--- src/rtl/busown_pkg.sv ---
package busown_pkg;
  typedef enum logic [1:0] {
    OWN_IDLE = 2'd0,
    OWN_CPU  = 2'd1,
    OWN_DTC  = 2'd2
  } own_e;
endpackage

--- src/rtl/busown_release.sv ---
module busown_release #(
  parameter int unsigned       MASK_W     = 24,
  parameter logic [MASK_W-1:0] STOP_ALL_A = 24'hFFFFFF,
  parameter logic [MASK_W-1:0] STOP_ALL_B = 24'hEFFFFF
) (
  input  logic              clk,
  input  logic              rst_n,
  input  logic              xrel_req,
  input  logic              sleep_i,
  input  logic [MASK_W-1:0] stop_mask,
  input  logic              hold_ext,
  output logic              rel_next,
  output logic              rel_ack
);
  logic halted;
  logic rel_q;

  assign halted = sleep_i && ((stop_mask == STOP_ALL_A) || (stop_mask == STOP_ALL_B));

  // A takeover already granted stays; a new one waits for any external access in progress.
  assign rel_next = !halted && xrel_req && (rel_q || !hold_ext);

  always_ff @(posedge clk) begin
    if (!rst_n) rel_q <= 1'b0;
    else        rel_q <= rel_next;
  end

  assign rel_ack = rel_q;


  halt_blocks_release_chk: assert property (@(posedge clk) disable iff (!rst_n)
    halted |=> !rel_ack);


  release_keeps_chk: assert property (@(posedge clk) disable iff (!rst_n)
    (rel_ack && xrel_req && !halted) |=> rel_ack);


  release_drops_chk: assert property (@(posedge clk) disable iff (!rst_n)
    !xrel_req |=> !rel_ack);
endmodule

--- src/rtl/busown_select.sv ---
module busown_select
  import busown_pkg::*;
#(
  parameter int unsigned MASTERS = 2
) (
  input  logic               clk,
  input  logic               rst_n,
  input  logic [MASTERS-1:0] req,
  input  logic [MASTERS-1:0] ext,
  input  logic               rel_next,
  output logic [MASTERS-1:0] ack,
  output logic               hold_ext
);
  localparam int unsigned IDX_CPU = 0;
  localparam int unsigned IDX_DTC = 1;

  own_e             own_q, own_d;
  logic [MASTERS-1:0] owns;
  logic [MASTERS-1:0] hold;
  logic [MASTERS-1:0] eligible;

  // Decode the owner register into one acknowledge per master.
  assign owns[IDX_CPU] = (own_q == OWN_CPU);
  assign owns[IDX_DTC] = (own_q == OWN_DTC);

  genvar g;
  generate
    for (g = 0; g < MASTERS; g++) begin : g_master
      assign hold[g]     = owns[g] && req[g];
      assign eligible[g] = req[g] && !(ext[g] && rel_next);
    end
  endgenerate

  assign hold_ext = |(hold & ext);

  // Owner keeps the bus while requesting; otherwise the data engine outranks the processor.
  always_comb begin
    own_d = OWN_IDLE;
    if (hold[IDX_DTC])          own_d = OWN_DTC;
    else if (hold[IDX_CPU])     own_d = OWN_CPU;
    else if (eligible[IDX_DTC]) own_d = OWN_DTC;
    else if (eligible[IDX_CPU]) own_d = OWN_CPU;
  end

  always_ff @(posedge clk) begin
    if (!rst_n) own_q <= OWN_IDLE;
    else        own_q <= own_d;
  end

  assign ack = owns;


  single_owner_chk: assert property (@(posedge clk) disable iff (!rst_n)
    $onehot0(ack));


  dtc_no_preempt_chk: assert property (@(posedge clk) disable iff (!rst_n)
    (ack[IDX_DTC] && req[IDX_DTC]) |=> ack[IDX_DTC]);


  cpu_no_preempt_chk: assert property (@(posedge clk) disable iff (!rst_n)
    (ack[IDX_CPU] && req[IDX_CPU]) |=> ack[IDX_CPU]);


  dtc_wins_tie_chk: assert property (@(posedge clk) disable iff (!rst_n)
    (ack == '0 && req[IDX_CPU] && req[IDX_DTC] && !ext[IDX_DTC]) |=> ack[IDX_DTC]);
endmodule

--- src/rtl/busown_arbiter.sv ---
module busown_arbiter #(
  parameter int unsigned       MASK_W     = 24,
  parameter logic [MASK_W-1:0] STOP_ALL_A = 24'hFFFFFF,
  parameter logic [MASK_W-1:0] STOP_ALL_B = 24'hEFFFFF
) (
  input  logic              clk,
  input  logic              rst_n,
  input  logic              cpu_req,
  input  logic              cpu_ext,
  output logic              cpu_ack,
  input  logic              dtc_req,
  input  logic              dtc_ext,
  output logic              dtc_ack,
  input  logic              xrel_req,
  output logic              xrel_ack,
  input  logic              sleep_i,
  input  logic [MASK_W-1:0] stop_mask
);
  localparam int unsigned MASTERS = 2;

  logic [MASTERS-1:0] req_v, ext_v, ack_v;
  logic               hold_ext;
  logic               rel_next;

  assign req_v = {dtc_req, cpu_req};
  assign ext_v = {dtc_ext, cpu_ext};

  busown_release #(
    .MASK_W     (MASK_W),
    .STOP_ALL_A (STOP_ALL_A),
    .STOP_ALL_B (STOP_ALL_B)
  ) u_release (
    .clk       (clk),
    .rst_n     (rst_n),
    .xrel_req  (xrel_req),
    .sleep_i   (sleep_i),
    .stop_mask (stop_mask),
    .hold_ext  (hold_ext),
    .rel_next  (rel_next),
    .rel_ack   (xrel_ack)
  );

  busown_select #(
    .MASTERS (MASTERS)
  ) u_select (
    .clk      (clk),
    .rst_n    (rst_n),
    .req      (req_v),
    .ext      (ext_v),
    .rel_next (rel_next),
    .ack      (ack_v),
    .hold_ext (hold_ext)
  );

  assign cpu_ack = ack_v[0];
  assign dtc_ack = ack_v[1];


  reset_clears_chk: assert property (@(posedge clk)
    !rst_n |=> !(cpu_ack || dtc_ack || xrel_ack));


  cpu_ext_vs_release_chk: assert property (@(posedge clk) disable iff (!rst_n)
    !(xrel_ack && cpu_ack && cpu_req && cpu_ext));


  dtc_ext_vs_release_chk: assert property (@(posedge clk) disable iff (!rst_n)
    !(xrel_ack && dtc_ack && dtc_req && dtc_ext));


  release_waits_chk: assert property (@(posedge clk) disable iff (!rst_n)
    (!xrel_ack && ((cpu_ack && cpu_req && cpu_ext) || (dtc_ack && dtc_req && dtc_ext))) |=> !xrel_ack);
endmodule

--- config.mk ---
export PLATFORM = sky130hd
export DESIGN_NAME = busown_arbiter
export DESIGN_NICKNAME = d
export VERILOG_FILES = /design/src/rtl/busown_pkg.sv /design/src/rtl/busown_release.sv /design/src/rtl/busown_select.sv /design/src/rtl/busown_arbiter.sv
export SDC_FILE = /design/constraint.sdc
export NUM_CORES = 1
export LEC_CHECK = 0
export BUFFER_PORTS_ARGS = -buffer_cell sky130_fd_sc_hd__buf_2
export CORE_AREA = 2 2 39 41
export CTS_CLUSTER_DIAMETER = 100
export DETAILED_ROUTE_END_ITERATION = 10
export DIE_AREA = 0 0 41 43
export SLEW_MARGIN = 30
export SYNTH_ARGS = -nofsm -noshare
export SYNTH_HDL_FRONTEND = slang
export SYNTH_SLANG_ARGS = --single-unit
--- constraint.sdc ---
create_clock -name clk -period 2.3 [get_ports clk]
set_input_delay 0 -clock clk [delete_from_list [all_inputs] [get_ports clk]]
set_output_delay 0 -clock clk [all_outputs]
set_load 0.005 [all_outputs]
==> flow_metrics.tcl <==
set metrics [dict create \
    seq_area_frac_synth_pct 26.7 \
    finalNetCount 97 \
    synth_area_per_cell_um2 8.34 \
    drt_iter0_drc 2 \
    cts_resized 0 \
    routed_wl_um 734 \
    clk_pin_slew_ps 40 \
    power_frac_comb_pct 23.8 \
    endpoint "u_select.own_q[0]" \
    slew_viol_final 0 \
    vias_per_cell 4.56 \
    synth_top_family_by_area "simple AND/OR/NAND/NOR gates" \
    regArea_um2 60.1 \
    fillCellCount 155 \
    finalHoldViolCount 0 \
    finClkSkew_ps 1.19 \
    pin_count 35 \
    slew_headroom_pct 77.3 \
    postSynthCellCount 27 \
    min_period_over_period_pct 55.1 \
    dr.pass1.iters 2 \
    clock_tree.buffer_depth 2 \
    vias 365 \
    tightest_slew_ps 337 \
    finalSetupTns_ps 0 \
    r2r_slack_ps 1030 \
    die_y_um 43 \
    synth_adder_area_share_pct 0 \
    core-area_um2 1380 \
    leakage_uw 0.000221 \
    htreeDepth 1 \
    fin_crit_ps 1270 \
    internal-power_uw 149 \
    vdd_drop_max_mv 0.113 \
    antenna_found_initial 0 \
    cap_violations 0 \
    pre_cts_slack_ps 1050 \
    clk-insertion-delay-late_ps 230 \
    crit_fanout 3 \
    cp.arrival_ps 1420 \
    switching_power_uw 46.1 \
    setup_viol 0 \
    gp_congestion 0.753 \
    critPathKind "flop to flop" \
    area_growth_pct 93.9 \
    place_inst 76 \
    layout_common_cells "buf_2 (33), nand4_1 (6), nand2_1 (3), clkbuf_4 (3), dfxtp_1 (3)" \
    numCtsBuffers 3 \
    synth_cell_types 16 \
    synth_compound_area_share_pct 15.6 \
    drcViolationCount 0 \
    grt_start_max_net_pins 5 \
    grt-ovfl-total 0 \
    end_kind "flop" \
    wl_per_cell_um 9.18 \
    portBuffers 33 \
    crit_start "u_select.own_q[1]" \
    ant_nets 0 \
    start_kind "flop" \
    start_util_pct 16.3 \
    rsz0062_at_grt "no" \
    antenna_cells 0 \
    cts_sinks 3 \
    die_x_um 41 \
    netlist_area_um2 225 \
    pwr-share-clk_pct 47.0 \
    synth_xor_area_share_pct 0 \
    cts_hold_buf 0 \
    cp.required_ps 2450 \
    seqPwrFrac_pct 29.1 \
    dp_hpwl_um 688 \
    grt_pass1_wl_um 1270 \
    clock.fmax_mhz 788 \
    setup_slack_ps 1030 \
    grt_use_total_pct 10.7 \
    rows 14 \
    layout_commonest_cell "buf_2" \
    drive_gt1_share_pct 67.2 \
    fin_cells 80 \
    synth_seq_cells 3 \
    muxShareOfSynthArea_pct 0 \
    p_sw_share_pct 23.6 \
    status "complete, no violations" \
    rr_worst_depth 5 \
    multiInputGateArea_um2 165 \
    yosys.area_share.simple_pct 57.8 \
    die_area_um2 1760 \
    timing.rr.end "u_select.own_q[0]" \
    cts_setup_buffers 0 \
    root_buffer "clkbuf_4" \
    grt_pass1_vias 378 \
    power_density_nw_per_um2 448 \
    yosys_warnings 0 \
    hold_class "input port to flop" \
    cts_tree "yes" \
    synth_nets 59 \
    rr_startpoint "u_select.own_q[1]" \
]
==> stage by stage <==
stage | instance area [um2] | utilization [%] | hold WS (ps) | total power [uW]
3_3_place_gp | 410 | 29.7 | 253 | 103
5_1_grt | 437 | 31.6 | 24.5 | 213
4_1_cts | 437 | 31.6 | 11.2 | 201
3_5_place_dp | 410 | 29.7 | 256 | 105
2_1_floorplan | 225 | - | 134 | 73.0
6_report | 437 | 31.6 | 16.9 | 196
==> critical path, cell delays in order, from the launching register on <==
cell      delay [ps]
dfxtp_1          310
nor2b_2          180
nand3_1          100
a21o_1           200
and3_4           180
a221oi_2         210
==> cells in the mapped netlist <==
cell type  number  area (um2)
and2_2          1        7.51
and2b_2         2        17.5
a221oi_2        1        15.0
nand3_2         1        10.0
a21oi_1         1        5.00
nand2_1         3        11.3
dfxtp_1         3        60.1
a21o_1          1        7.51
a21boi_0        1        7.51
nand3_1         2        10.0
nor2b_2         1        8.76
nor2_1          1        3.75
and3_4          1        11.3
nor4_1          1        6.26
nand4_1         6        37.5
and3_1          1        6.26
==> power by group through the flow <==
stage	sequential (uW)	clock (uW)	combinational, uW
finish	57.0	92.0	46.6
global placement	57.7	0	45.6
detailed placement	57.8	0	47.1
global route	57.3	103	52.5
floorplan	57.5	0	15.5
CTS	57.0	96.4	47.2
==> routing by layer <==
| metal | part of all wire, % | global-route usage [%] | routed length (um) | up-vias |
|---|---|---|---|---|
| li1 | - | - | - | 179 |
| met1 | 38 | 10.9 | 277 | 151 |
| met2 | 46 | 18.1 | 338 | 33 |
| met3 | 14 | 1.57 | 102 | 2 |
| met4 | 2.2 | 8.00 | 16 | 0 |
| met5 | 0 | 0 | 0 | - |
==> layout make-up <==
cell class / instances / share of cell area (%)
Sequential cell: 3 / 13.8
Clock buffer: 4 / 6.02
Tap cell: 16 / 4.58
Multi-Input combinational cell: 24 / 37.8
Timing Repair Buffer: 33 / 37.8
==> cell families after synthesis <==
kind of cell    Yosys count
flops                     3
simple gates             20
compound gates            4
==> state kept, by name, indices dropped and copies added, names as in the netlist <==
| register | count |
|---|---|
| u_release.rel_ack | 1 |
| u_select.own_q | 2 |
==> how the worst min path moves through the flow <==
stage	startpoint	endpoint	slack [ps]	cells past startpoint
floorplan	cpu_req	u_select.own_q[0]	130	2
global placement	rst_n	u_release.rel_ack	250	2
detailed placement	rst_n	u_release.rel_ack	260	2
CTS	rst_n	u_release.rel_ack	10	2
global route	rst_n	u_release.rel_ack	20	2
finish	rst_n	u_release.rel_ack	20	2
(Power assumes the default switching activity.)
